===== src/rtl/hzc_pkg.sv =====
// Package: shared encodings for the hazard controller.
// Assumes a two-bit PC source select feeding a three-input PC multiplexer.
package hzc_pkg;

    localparam int PCSEL_W = 2;

    // PC multiplexer input choice
    typedef enum logic [PCSEL_W-1:0] {
        PCS_SEQ    = 2'd0,
        PCS_BRANCH = 2'd1,
        PCS_VECTOR = 2'd2
    } pc_src_e;

    // Complete control word produced by the arbiter
    typedef struct packed {
        logic    pc_we;
        logic    ifid_we;
        logic    bubble;
        logic    if_fl;
        logic    id_fl;
        logic    ex_fl;
        pc_src_e sel;
    } hz_ctl_t;

endpackage


===== src/rtl/hzc_loaduse.sv =====
// Load-use detector: compares the execute-stage load destination with every
// source register of the decode-stage instruction.
// Assumes register index 0 is hard-wired and can never carry a dependence.
module hzc_loaduse #(
    parameter int REG_W   = 5,
    parameter int NUM_SRC = 2
) (
    input  logic [NUM_SRC*REG_W-1:0] src_regs,
    input  logic                     ex_memrd,
    input  logic [REG_W-1:0]         ex_dst,
    output logic                     stall_req
);

    logic [NUM_SRC-1:0] hit;

    // One equality comparator per source operand
    for (genvar g = 0; g < NUM_SRC; g++) begin : g_cmp
        assign hit[g] = (src_regs[g*REG_W +: REG_W] == ex_dst);
    end

    // Stall only for a real load with a writable destination
    always_comb begin
        stall_req = ex_memrd && (ex_dst != '0) && (|hit);
    end

endmodule


===== src/rtl/hzc_redirect.sv =====
// Redirect detector: decides whether this cycle carries an exception redirect
// or a taken-branch redirect, with the exception winning.
// Assumes the branch resolves in the memory stage from its control bit and zero.
module hzc_redirect (
    input  logic run,
    input  logic ex_ovf,
    input  logic mem_branch,
    input  logic mem_zero,
    output logic exc_take,
    output logic br_take
);

    // Exception first, taken branch only when no exception is present
    always_comb begin
        exc_take = run && ex_ovf;
        br_take  = run && mem_branch && mem_zero && !ex_ovf;
    end

endmodule


===== src/rtl/hzc_arbiter.sv =====
// Arbiter: turns the redirect and stall requests into the full control word.
// Assumes at most one of exc_take and br_take is set; a redirect masks a stall.
module hzc_arbiter
    import hzc_pkg::*;
(
    input  logic    run,
    input  logic    exc_take,
    input  logic    br_take,
    input  logic    stall_req,
    output hz_ctl_t ctl
);

    // Priority selection: quiet, exception, branch, stall, normal
    always_comb begin
        ctl = '{pc_we: 1'b1, ifid_we: 1'b1, bubble: 1'b0,
                if_fl: 1'b0, id_fl: 1'b0, ex_fl: 1'b0, sel: PCS_SEQ};
        if (!run) begin
            ctl.pc_we   = 1'b0;
            ctl.ifid_we = 1'b0;
            ctl.if_fl   = 1'b1;
            ctl.id_fl   = 1'b1;
            ctl.ex_fl   = 1'b1;
        end else if (exc_take) begin
            ctl.if_fl = 1'b1;
            ctl.id_fl = 1'b1;
            ctl.ex_fl = 1'b1;
            ctl.sel   = PCS_VECTOR;
        end else if (br_take) begin
            ctl.if_fl = 1'b1;
            ctl.id_fl = 1'b1;
            ctl.ex_fl = 1'b1;
            ctl.sel   = PCS_BRANCH;
        end else if (stall_req) begin
            ctl.pc_we   = 1'b0;
            ctl.ifid_we = 1'b0;
            ctl.bubble  = 1'b1;
        end
    end

endmodule


===== src/rtl/pipe_hazard_ctrl.sv =====
// Top of the hazard controller: load-use stall, taken-branch flush and
// overflow redirect for a five-stage in-order pipeline.
// Assumes all inputs are stable stage values for the current cycle; outputs
// are combinational so they act in the same cycle as the condition.
module pipe_hazard_ctrl
    import hzc_pkg::*;
#(
    parameter int REG_W = 5
) (
    input  logic               clk,
    input  logic               rst_n,
    input  logic [REG_W-1:0]   id_rs,
    input  logic [REG_W-1:0]   id_rt,
    input  logic               ex_memrd,
    input  logic [REG_W-1:0]   ex_dst,
    input  logic               mem_branch,
    input  logic               mem_zero,
    input  logic               ex_ovf,
    output logic               pc_we,
    output logic               ifid_we,
    output logic               id_bubble,
    output logic               if_flush,
    output logic               id_flush,
    output logic               ex_flush,
    output logic [PCSEL_W-1:0] pc_sel
);

    localparam int NUM_SRC = 2;

    logic    run_q;
    logic    stall_req;
    logic    exc_take;
    logic    br_take;
    hz_ctl_t ctl;

    // Run flag: set at the first edge that sees reset released
    always_ff @(posedge clk) begin
        if (!rst_n) run_q <= 1'b0;
        else        run_q <= 1'b1;
    end

    hzc_loaduse #(
        .REG_W   (REG_W),
        .NUM_SRC (NUM_SRC)
    ) u_lu (
        .src_regs  ({id_rt, id_rs}),
        .ex_memrd  (ex_memrd),
        .ex_dst    (ex_dst),
        .stall_req (stall_req)
    );

    hzc_redirect u_rd (
        .run        (run_q),
        .ex_ovf     (ex_ovf),
        .mem_branch (mem_branch),
        .mem_zero   (mem_zero),
        .exc_take   (exc_take),
        .br_take    (br_take)
    );

    hzc_arbiter u_arb (
        .run       (run_q),
        .exc_take  (exc_take),
        .br_take   (br_take),
        .stall_req (stall_req),
        .ctl       (ctl)
    );

    // Unpack the control word onto the ports
    always_comb begin
        pc_we     = ctl.pc_we;
        ifid_we   = ctl.ifid_we;
        id_bubble = ctl.bubble;
        if_flush  = ctl.if_fl;
        id_flush  = ctl.id_fl;
        ex_flush  = ctl.ex_fl;
        pc_sel    = ctl.sel;
    end

endmodule


===== config.mk =====
export PLATFORM = sky130hd
export DESIGN_NAME = pipe_hazard_ctrl
export DESIGN_NICKNAME = d
export VERILOG_FILES = /design/src/rtl/hzc_pkg.sv /design/src/rtl/hzc_loaduse.sv /design/src/rtl/hzc_redirect.sv /design/src/rtl/hzc_arbiter.sv /design/src/rtl/pipe_hazard_ctrl.sv
export SDC_FILE = /design/constraint.sdc
export NUM_CORES = 1
export LEC_CHECK = 0
export BUFFER_PORTS_ARGS = -buffer_cell sky130_fd_sc_hd__buf_4
export CAP_MARGIN = 20
export CORE_AREA = 2 2 39 41
export CTS_CLUSTER_SIZE = 28
export DETAILED_ROUTE_END_ITERATION = 7
export DIE_AREA = 0 0 41 43
export PLACE_DENSITY = 0.56
export SKIP_CTS_REPAIR_TIMING = 1
export SLEW_MARGIN = 25
export SYNTH_ARGS = -nofsm -noshare
export SYNTH_HDL_FRONTEND = slang
export SYNTH_SLANG_ARGS = --single-unit
export TNS_END_PERCENT = 30

===== constraint.sdc =====
create_clock -name clk -period 1.5 [get_ports clk]
set_input_delay 0.375 -clock clk [delete_from_list [all_inputs] [get_ports clk]]
set_output_delay 0.375 -clock clk [all_outputs]
set_load 0.05 [all_outputs]

==> impl_metrics.json, run 1 <==
{
  "min_path_cells": 1,
  "die_h_um": 43,
  "placement_rows": 14,
  "detailedRoute.firstPassIterationCount": 1,
  "gp_congestion": 0.618,
  "hold_class": "in -> reg",
  "core_um2": 1380,
  "async_flop_share_pct": 0,
  "groute.usage.overall_pct": 7.91,
  "diodes": 0,
  "grt_first_pass_wirelength_mm": 1.07,
  "synth_area_um2": 245,
  "met3_usage_pct": 0,
  "hp-start": "rst_n",
  "fin_ws_ns": -0.202,
  "worstPathArrival_ns": 1.33,
  "leakage_nw": 0.278,
  "p_per_area_nw_per_um2": 369,
  "largest-register": "run_q",
  "netlist_top_cells_count": "10 x xnor2_1, 3 x buf_4, 3 x nand2_1",
  "met2_usage_pct": 12.8,
  "synth_flop_cell": "dfxtp_1",
  "grt.met1_usage_pct": 12.1,
  "nets": 84,
  "io_buffers": 28,
  "synth_area_leaders": "xnor2_1 36%, nor4bb_4 10%, buf_4 9.2%",
  "critPathMaxFanout": 2,
  "finalCritPeriodShare_pct": 113,
  "area_delta_synth_final_pct": 148,
  "violations": "setup timing",
  "ios": 29,
  "synth.top_cell.area_share_pct": 35.7,
  "yosys_warnings": 0,
  "layout_min_cycle_time_ns": 1.70,
  "largest_register_ffs": 1,
  "finalPower_mw": 0.225,
  "rsz0062_at_grt": "true",
  "clk_pin_slew_ns": 0,
  "yosys.area.top_type": "xnor2_1",
  "layout-drive-gt1-share_pct": 73.8,
  "gr-total-overflow": 0,
  "synth_cell_types": 15,
  "pre_cts_slack_ns": -0.272,
  "hold_violations": 0,
  "grt_start_max_net_pins": 5,
  "syn_avg_cell_area_um2": 7.91,
  "fp.dieW_um": 41,
  "first_iter_violations": 0,
  "post_drt_wl_per_cell_um": 8.79,
  "synth-seq-area-share_pct": 8.16,
  "required_ns": 1.12,
  "setup_violations": 6,
  "status": "finished with violations",
  "start_util_pct": 17.7,
  "slowest_stage": "nor4bb_4",
  "synth_cells": 31,
  "max_cap_violations": 0,
  "worst_pin_slew_ns": 0.215,
  "synth-edff-count": 0,
  "hpwl_um": 586,
  "num_vias": 312,
  "synth_seq_cells": 1,
  "max_stage_delay_ns": 0.23,
  "yosysMostFrequentCell": "xnor2_1",
  "busiest_layer": "met2",
  "cpMostUsedCell": "buf_6",
  "fillers": 140,
  "holdPathEnd": "run_q",
  "fmax_mhz": 588,
  "final_max_slew_viol_count": 0,
  "die_area_um2": 1760,
  "drt-total-wl_um": 677,
  "synthesis.nets": 52,
  "cp_cell_sequence": "buf_6, xnor2_2, nand3_1, o22ai_2, nor4bb_4, buf_6",
  "grt_pass1_vias": 277,
  "avgViaCountPerCell": 4.05,
  "cp-end-kind": "output pin",
  "antenna_left": 0,
  "reg_top3": "run_q: 1 flops",
  "critPathLaunchType": "input port",
  "slew_headroom_pct": 85.6,
  "antenna_found_initial": 0,
  "path_class": "in -> out",
  "vdd_ir_drop_max_mv": 0.189,
  "drc": 0
}
## report_power, final
group          leakage [nW]  switching [mW]  internal [mW]
combinational         0.269          0.0893          0.106
clock                     0               0              0
sequential          0.00844        0.000479         0.0286
total                 0.278          0.0898          0.135
## worst max-delay path: cells and delay by family
family / cells / cell delay (ns)
simple gates: 2 / 0.34
xor+xnor: 1 / 0.13
buf+inv: 2 / 0.28
compound gates: 1 / 0.19
## per-stage QoR
stage               utilization [%]  hold slack (ns)  cell area, um^2  setup TNS [ns]  cells
finish                         43.9            0.480              608          -0.698     77
global route                   43.9            0.481              608          -0.971     77
CTS                            39.2            0.481              543           -1.01     77
detailed placement             39.2            0.481              543           -1.00     77
global placement               39.2            0.480              543          -0.945     77
floorplan                         -            0.403              298           -1.11     31
## cells by family (layout without fill, tap and decap cells)
group / Yosys count / after routing / synth area share [%]
buf+inv: 4 / 34 / 10.7
simple gates: 13 / 13 / 34.7
compound gates: 3 / 3 / 10.7
flops: 1 / 1 / 8.16
xor+xnor: 10 / 10 / 35.7
## how the worst max path moves through the flow
stage / from / endpoint / depth (start not counted)
after floorplan: mem_branch / id_bubble / 4
after global placement: ex_dst[3] / id_bubble / 6
after detailed placement: ex_dst[4] / id_bubble / 6
after CTS: ex_dst[4] / id_bubble / 6
after global routing: id_rs[0] / id_bubble / 6
final: id_rs[4] / id_bubble / 6
## metal layers
| metal | wire length, um | part of all wire [%] |
|---|---|---|
| met1 | 259 | 38 |
| met2 | 373 | 55 |
| met3 | 44 | 6.5 |
| met4 | 0 | 0 |
| met5 | 0 | 0 |
## layout make-up
class	count	area, um^2	area share, %
timing repair buffer	33	293	48.1
multi-input combinational	26	272	44.7
sequential	1	20.0	3.29
tap	16	20.0	3.29
inverter	1	3.75	0.617
## layout by cell type, fill, tap and decap left out, drive strengths merged, types with 2 or more instances in the layout
master | Yosys | layout
nor2 | 2 | 2
nand3 | 2 | 2
xnor2 | 10 | 10
buf | 3 | 33
and2 | 2 | 2
nand2 | 3 | 3
(Power assumes the default switching activity.)
==> run 2, diff against run 1 <==
--- a/config.mk
+++ b/config.mk
@@ -12,6 +12,7 @@
 export DETAILED_ROUTE_END_ITERATION = 7
 export DIE_AREA = 0 0 41 43
 export PLACE_DENSITY = 0.56
+export RECOVER_POWER = 100
 export SKIP_CTS_REPAIR_TIMING = 1
 export SLEW_MARGIN = 25
 export SYNTH_ARGS = -nofsm -noshare
==> run 2 against run 1 <==
Core utilization is 0.36 points lower; largest cell class unchanged; flip-flop and latch count stayed put; critical endpoint unchanged; hold slack better by 0.022 ns; the flow still finishes with violations (setup timing); die area stayed put.
==> impl_metrics.json, run 2 (synthesis results as in run 1) <==
{
  "switchingPower_mw": 0.0897,
  "worst_pin_slew_ns": 0.277,
  "die_area_um2": 1760,
  "rsz0062_at_grt": "true",
  "reg_top3": "run_q: 1 flops",
  "finalCritPeriodShare_pct": 113,
  "fmax_mhz": 588,
  "fin_ws_ns": -0.202,
  "grt_first_pass_wirelength_mm": 1.07,
  "pwr-share-clk_pct": 0,
  "post_drt_wl_per_cell_um": 8.77,
  "intPower_mw": 0.133,
  "max_cap_violations": 0,
  "met2WireLength_um": 371,
  "cp_cell_sequence": "buf_6, xnor2_2, nand3_1, o22ai_2, nor4bb_4, buf_6",
  "grt_pass1_vias": 277,
  "leakage_nw": 0.277,
  "hp-start": "rst_n",
  "avgViaCountPerCell": 4.05,
  "area_delta_synth_final_pct": 146,
  "antenna_found_initial": 0,
  "comb_power_share_pct": 87.0,
  "clk_pin_slew_ns": 0,
  "highest_layer": "met3",
  "path_class": "in -> out",
  "fp.dieW_um": 41,
  "nets": 84,
  "gp_congestion": 0.618,
  "drt-total-wl_um": 675,
  "final_common_cell": "buf_4",
  "largest_register_ffs": 1,
  "core_um2": 1380,
  "first_iter_violations": 0,
  "cp.buffers_inverters": 2,
  "antenna_left": 0,
  "groute.usage.overall_pct": 7.91,
  "ios": 29,
  "cpMostUsedCell": "buf_6",
  "gr-total-overflow": 0,
  "setup_violations": 6,
  "critPathLaunchType": "input port",
  "slowest_stage": "nor4bb_4",
  "vdd_ir_drop_max_mv": 0.188,
  "swShare_pct": 40.2,
  "critPathMaxFanout": 2,
  "holdWs_ns": 0.502,
  "start_util_pct": 17.7,
  "slew_headroom_pct": 81.6,
  "design_area_um2": 603,
  "num_vias": 312,
  "seq_power_share_pct": 13.0,
  "drc": 0,
  "io_buffers": 28,
  "hold_violations": 0,
  "required_ns": 1.12,
  "diodes": 0,
  "violations": "setup timing",
  "min_path_cells": 1,
  "hpwl_um": 586,
  "layout-drive-gt1-share_pct": 73.8,
  "met1_length_um": 259,
  "max_stage_delay_ns": 0.23,
  "post_dp_cell_area_um2": 543,
  "holdPathEnd": "run_q",
  "final_max_slew_viol_count": 0,
  "detailedRoute.firstPassIterationCount": 1,
  "placement_rows": 14,
  "pre_cts_slack_ns": -0.272,
  "hold_class": "in -> reg",
  "layout_min_cycle_time_ns": 1.70,
  "cp-end-kind": "output pin",
  "largest-register": "run_q",
  "die_h_um": 43,
  "status": "finished with violations",
  "worstPathArrival_ns": 1.33,
  "grt_start_max_net_pins": 5,
  "cp_top_family": "simple AND/OR/NAND/NOR gates",
  "final_cell_mix": "18 x buf_4, 12 x buf_6, 6 x xnor2_1, 4 x xnor2_2, 3 x nand2_1",
  "p_per_area_nw_per_um2": 370,
  "wl_met3_um": 44
}
run 2: worst max-delay path by stage:
stage	from	end	slack, ns	cells past startpoint
after detailed placement	ex_dst[4]	id_bubble	-0.27	6
after global placement	ex_dst[3]	id_bubble	-0.26	6
after global routing	id_rs[0]	id_bubble	-0.29	6
final	id_rs[4]	id_bubble	-0.20	6
after CTS	ex_dst[4]	id_bubble	-0.27	6
after floorplan	mem_branch	id_bubble	-0.31	4
run 2: area by class of cell:
| cell class | instances | area (um^2) |
|---|---|---|
| Fill cell | 141 | 781 |
| Inverter | 1 | 3.75 |
| Multi-Input combinational cell | 26 | 272 |
| Sequential cell | 1 | 20.0 |
| Tap cell | 16 | 20.0 |
| Timing Repair Buffer | 33 | 288 |
run 2: stage by stage:
| stage | util, % | TNS (ns) | instances | total power, mW |
|---|---|---|---|---|
| after floorplan | - | -1.11 | 31 | 0.130 |
| after CTS | 39.2 | -1.01 | 77 | 0.208 |
| final | 43.6 | -0.698 | 77 | 0.223 |
| after global routing | 43.6 | -0.971 | 77 | 0.235 |
| after detailed placement | 39.2 | -1.00 | 77 | 0.207 |
| after global placement | 39.2 | -0.945 | 77 | 0.207 |
run 2: per-layer routing:
| metal | global-route usage [%] | up-vias |
|---|---|---|
| li1 | - | 163 |
| met1 | 12.1 | 139 |
| met2 | 12.8 | 10 |
| met3 | 0 | 0 |
| met4 | 0 | 0 |
| met5 | 0 | - |
run 2: power by group through the flow:
stage / Combinational, mW / Sequential [mW] / Clock [mW]
detailed placement: 0.178 / 0.0291 / 0
global route: 0.206 / 0.0294 / 0
global placement: 0.178 / 0.0291 / 0
floorplan: 0.101 / 0.0290 / 0
finish: 0.194 / 0.0291 / 0
CTS: 0.179 / 0.0291 / 0
==> run 3, diff against run 2 <==
--- a/config.mk
+++ b/config.mk
@@ -5,7 +5,7 @@
 export SDC_FILE = /design/constraint.sdc
 export NUM_CORES = 1
 export LEC_CHECK = 0
-export BUFFER_PORTS_ARGS = -buffer_cell sky130_fd_sc_hd__buf_4
+export BUFFER_PORTS_ARGS = -buffer_cell sky130_fd_sc_hd__buf_2
 export CAP_MARGIN = 20
 export CORE_AREA = 2 2 39 41
 export CTS_CLUSTER_SIZE = 28
@@ -14,6 +14,7 @@
 export PLACE_DENSITY = 0.56
 export RECOVER_POWER = 100
 export SKIP_CTS_REPAIR_TIMING = 1
+export SKIP_LAST_GASP = 1
 export SLEW_MARGIN = 25
 export SYNTH_ARGS = -nofsm -noshare
 export SYNTH_HDL_FRONTEND = slang
==> run 3 against run 2 <==
The run still ends with setup timing left; critical path depth grew 1; core utilization shrank 2.0 points; highest routed layer unchanged; first-iteration DRC count is the same; global-route usage shrank 0.39 points; cell area shrank 4.6%; power shrank 3.0%; flip-flop and latch count is the same; sequential power is essentially flat; maximum frequency shrank 0.13%; hold slack lost 0.022 ns; setup slack lost 0.0022 ns.
==> impl_metrics.json, run 3 (synthesis results as in run 1) <==
{
  "grt_start_max_net_pins": 5,
  "clk_pin_slew_ns": 0,
  "final_common_cell": "buf_2",
  "worst_pin_slew_ns": 0.250,
  "final-instance-count-excl-fill": 79,
  "gr-total-overflow": 0,
  "groute.usage.overall_pct": 7.52,
  "grt.met1_usage_pct": 11.5,
  "die_h_um": 43,
  "diodes": 0,
  "placement_rows": 14,
  "p_per_area_nw_per_um2": 376,
  "largest-register": "run_q",
  "fmax_mhz": 587,
  "reg_top3": "run_q: 1 flops",
  "max_cap_violations": 0,
  "fin_ws_ns": -0.204,
  "leakage_nw": 0.267,
  "seq_power_share_pct": 13.4,
  "gp_congestion": 0.628,
  "met3_usage_pct": 0,
  "antenna_found_initial": 0,
  "drt-total-wl_um": 691,
  "detailedRoute.firstPassIterationCount": 1,
  "avgViaCountPerCell": 4.06,
  "setup_violations": 7,
  "die_area_um2": 1760,
  "num_vias": 321,
  "critPathLaunchType": "input port",
  "core_um2": 1380,
  "hold_violations": 0,
  "finalPower_mw": 0.216,
  "swShare_pct": 42.7,
  "nets": 86,
  "worstPathArrival_ns": 1.33,
  "drc": 0,
  "fp.dieW_um": 41,
  "critPathMaxFanout": 2,
  "largest_register_ffs": 1,
  "met2_usage_pct": 12.2,
  "io_buffers": 28,
  "area_delta_synth_final_pct": 135,
  "ios": 29,
  "first_iter_violations": 0,
  "final_max_slew_viol_count": 0,
  "antenna_left": 0,
  "vdd_ir_drop_max_mv": 0.132,
  "cp-end-kind": "output pin",
  "placedCellCount": 79,
  "layout-drive-gt1-share_pct": 74.6,
  "post_drt_wl_per_cell_um": 8.75,
  "required_ns": 1.12,
  "violations": "setup timing",
  "busiest_layer": "met2",
  "final_util_pct": 41.6,
  "start_util_pct": 17.7,
  "slew_headroom_pct": 83.4,
  "fillers": 139,
  "holdWs_ns": 0.480,
  "rsz0062_at_grt": "true",
  "intPower_mw": 0.124,
  "path_class": "in -> out",
  "status": "finished with violations",
  "layout_min_cycle_time_ns": 1.70,
  "switchingPower_mw": 0.0925,
  "pwr-share-clk_pct": 0,
  "grt_pass1_vias": 260,
  "grt_first_pass_wirelength_mm": 1.01,
  "comb_power_share_pct": 86.6,
  "finalCritPeriodShare_pct": 114,
  "hold_class": "in -> reg",
  "final_cell_mix": "19 x buf_2, 9 x buf_6, 7 x buf_4, 6 x xnor2_1"
}
==> run 3: layout make-up <==
| cell class | instances | area, um^2 | share of cell area, % |
|---|---|---|---|
| Tap cell | 16 | 20.0 | 3.48 |
| Inverter | 1 | 3.75 | 0.652 |
| Sequential cell | 1 | 20.0 | 3.48 |
| Multi-Input combinational cell | 26 | 283 | 49.1 |
| Timing Repair Buffer | 35 | 249 | 43.3 |
==> run 3: metrics by stage <==
step / setup WS, ns / setup TNS, ns / instance area [um^2]
after CTS: -0.320 / -1.23 / 488
final: -0.204 / -0.913 / 576
after detailed placement: -0.320 / -1.22 / 488
after global routing: -0.299 / -1.34 / 576
after floorplan: -0.305 / -1.11 / 298
after global placement: -0.313 / -1.16 / 488
==> run 3: metal layers <==
metal  wire length, um  vias up
li1                  -      169
met1               236      142
met2               406       10
met3                47        0
met4                 0        0
met5                 0        -
==> run 3: power groups by stage <==
stage               registers (mW)  logic (mW)  clock network [mW]
CTS                         0.0291       0.162                   0
global route                0.0292       0.201                   0
detailed placement          0.0291       0.161                   0
global placement            0.0291       0.161                   0
finish                      0.0291       0.187                   0
floorplan                   0.0290       0.101                   0
==> run 3: worst paths after layout <==
| kind | start | to | cells after the start |
|---|---|---|---|
| hold / removal | rst_n | run_q | 1 |
| setup / recovery | id_rs[1] | ifid_we | 7 |
==> run 3: worst max-delay path, stage by stage <==
cell and delay (ns):
buf_6 0.09, xnor2_2 0.16, nand3_2 0.10, o22ai_2 0.19, buf_4 0.14, a41oi_4 0.10, buf_6 0.18
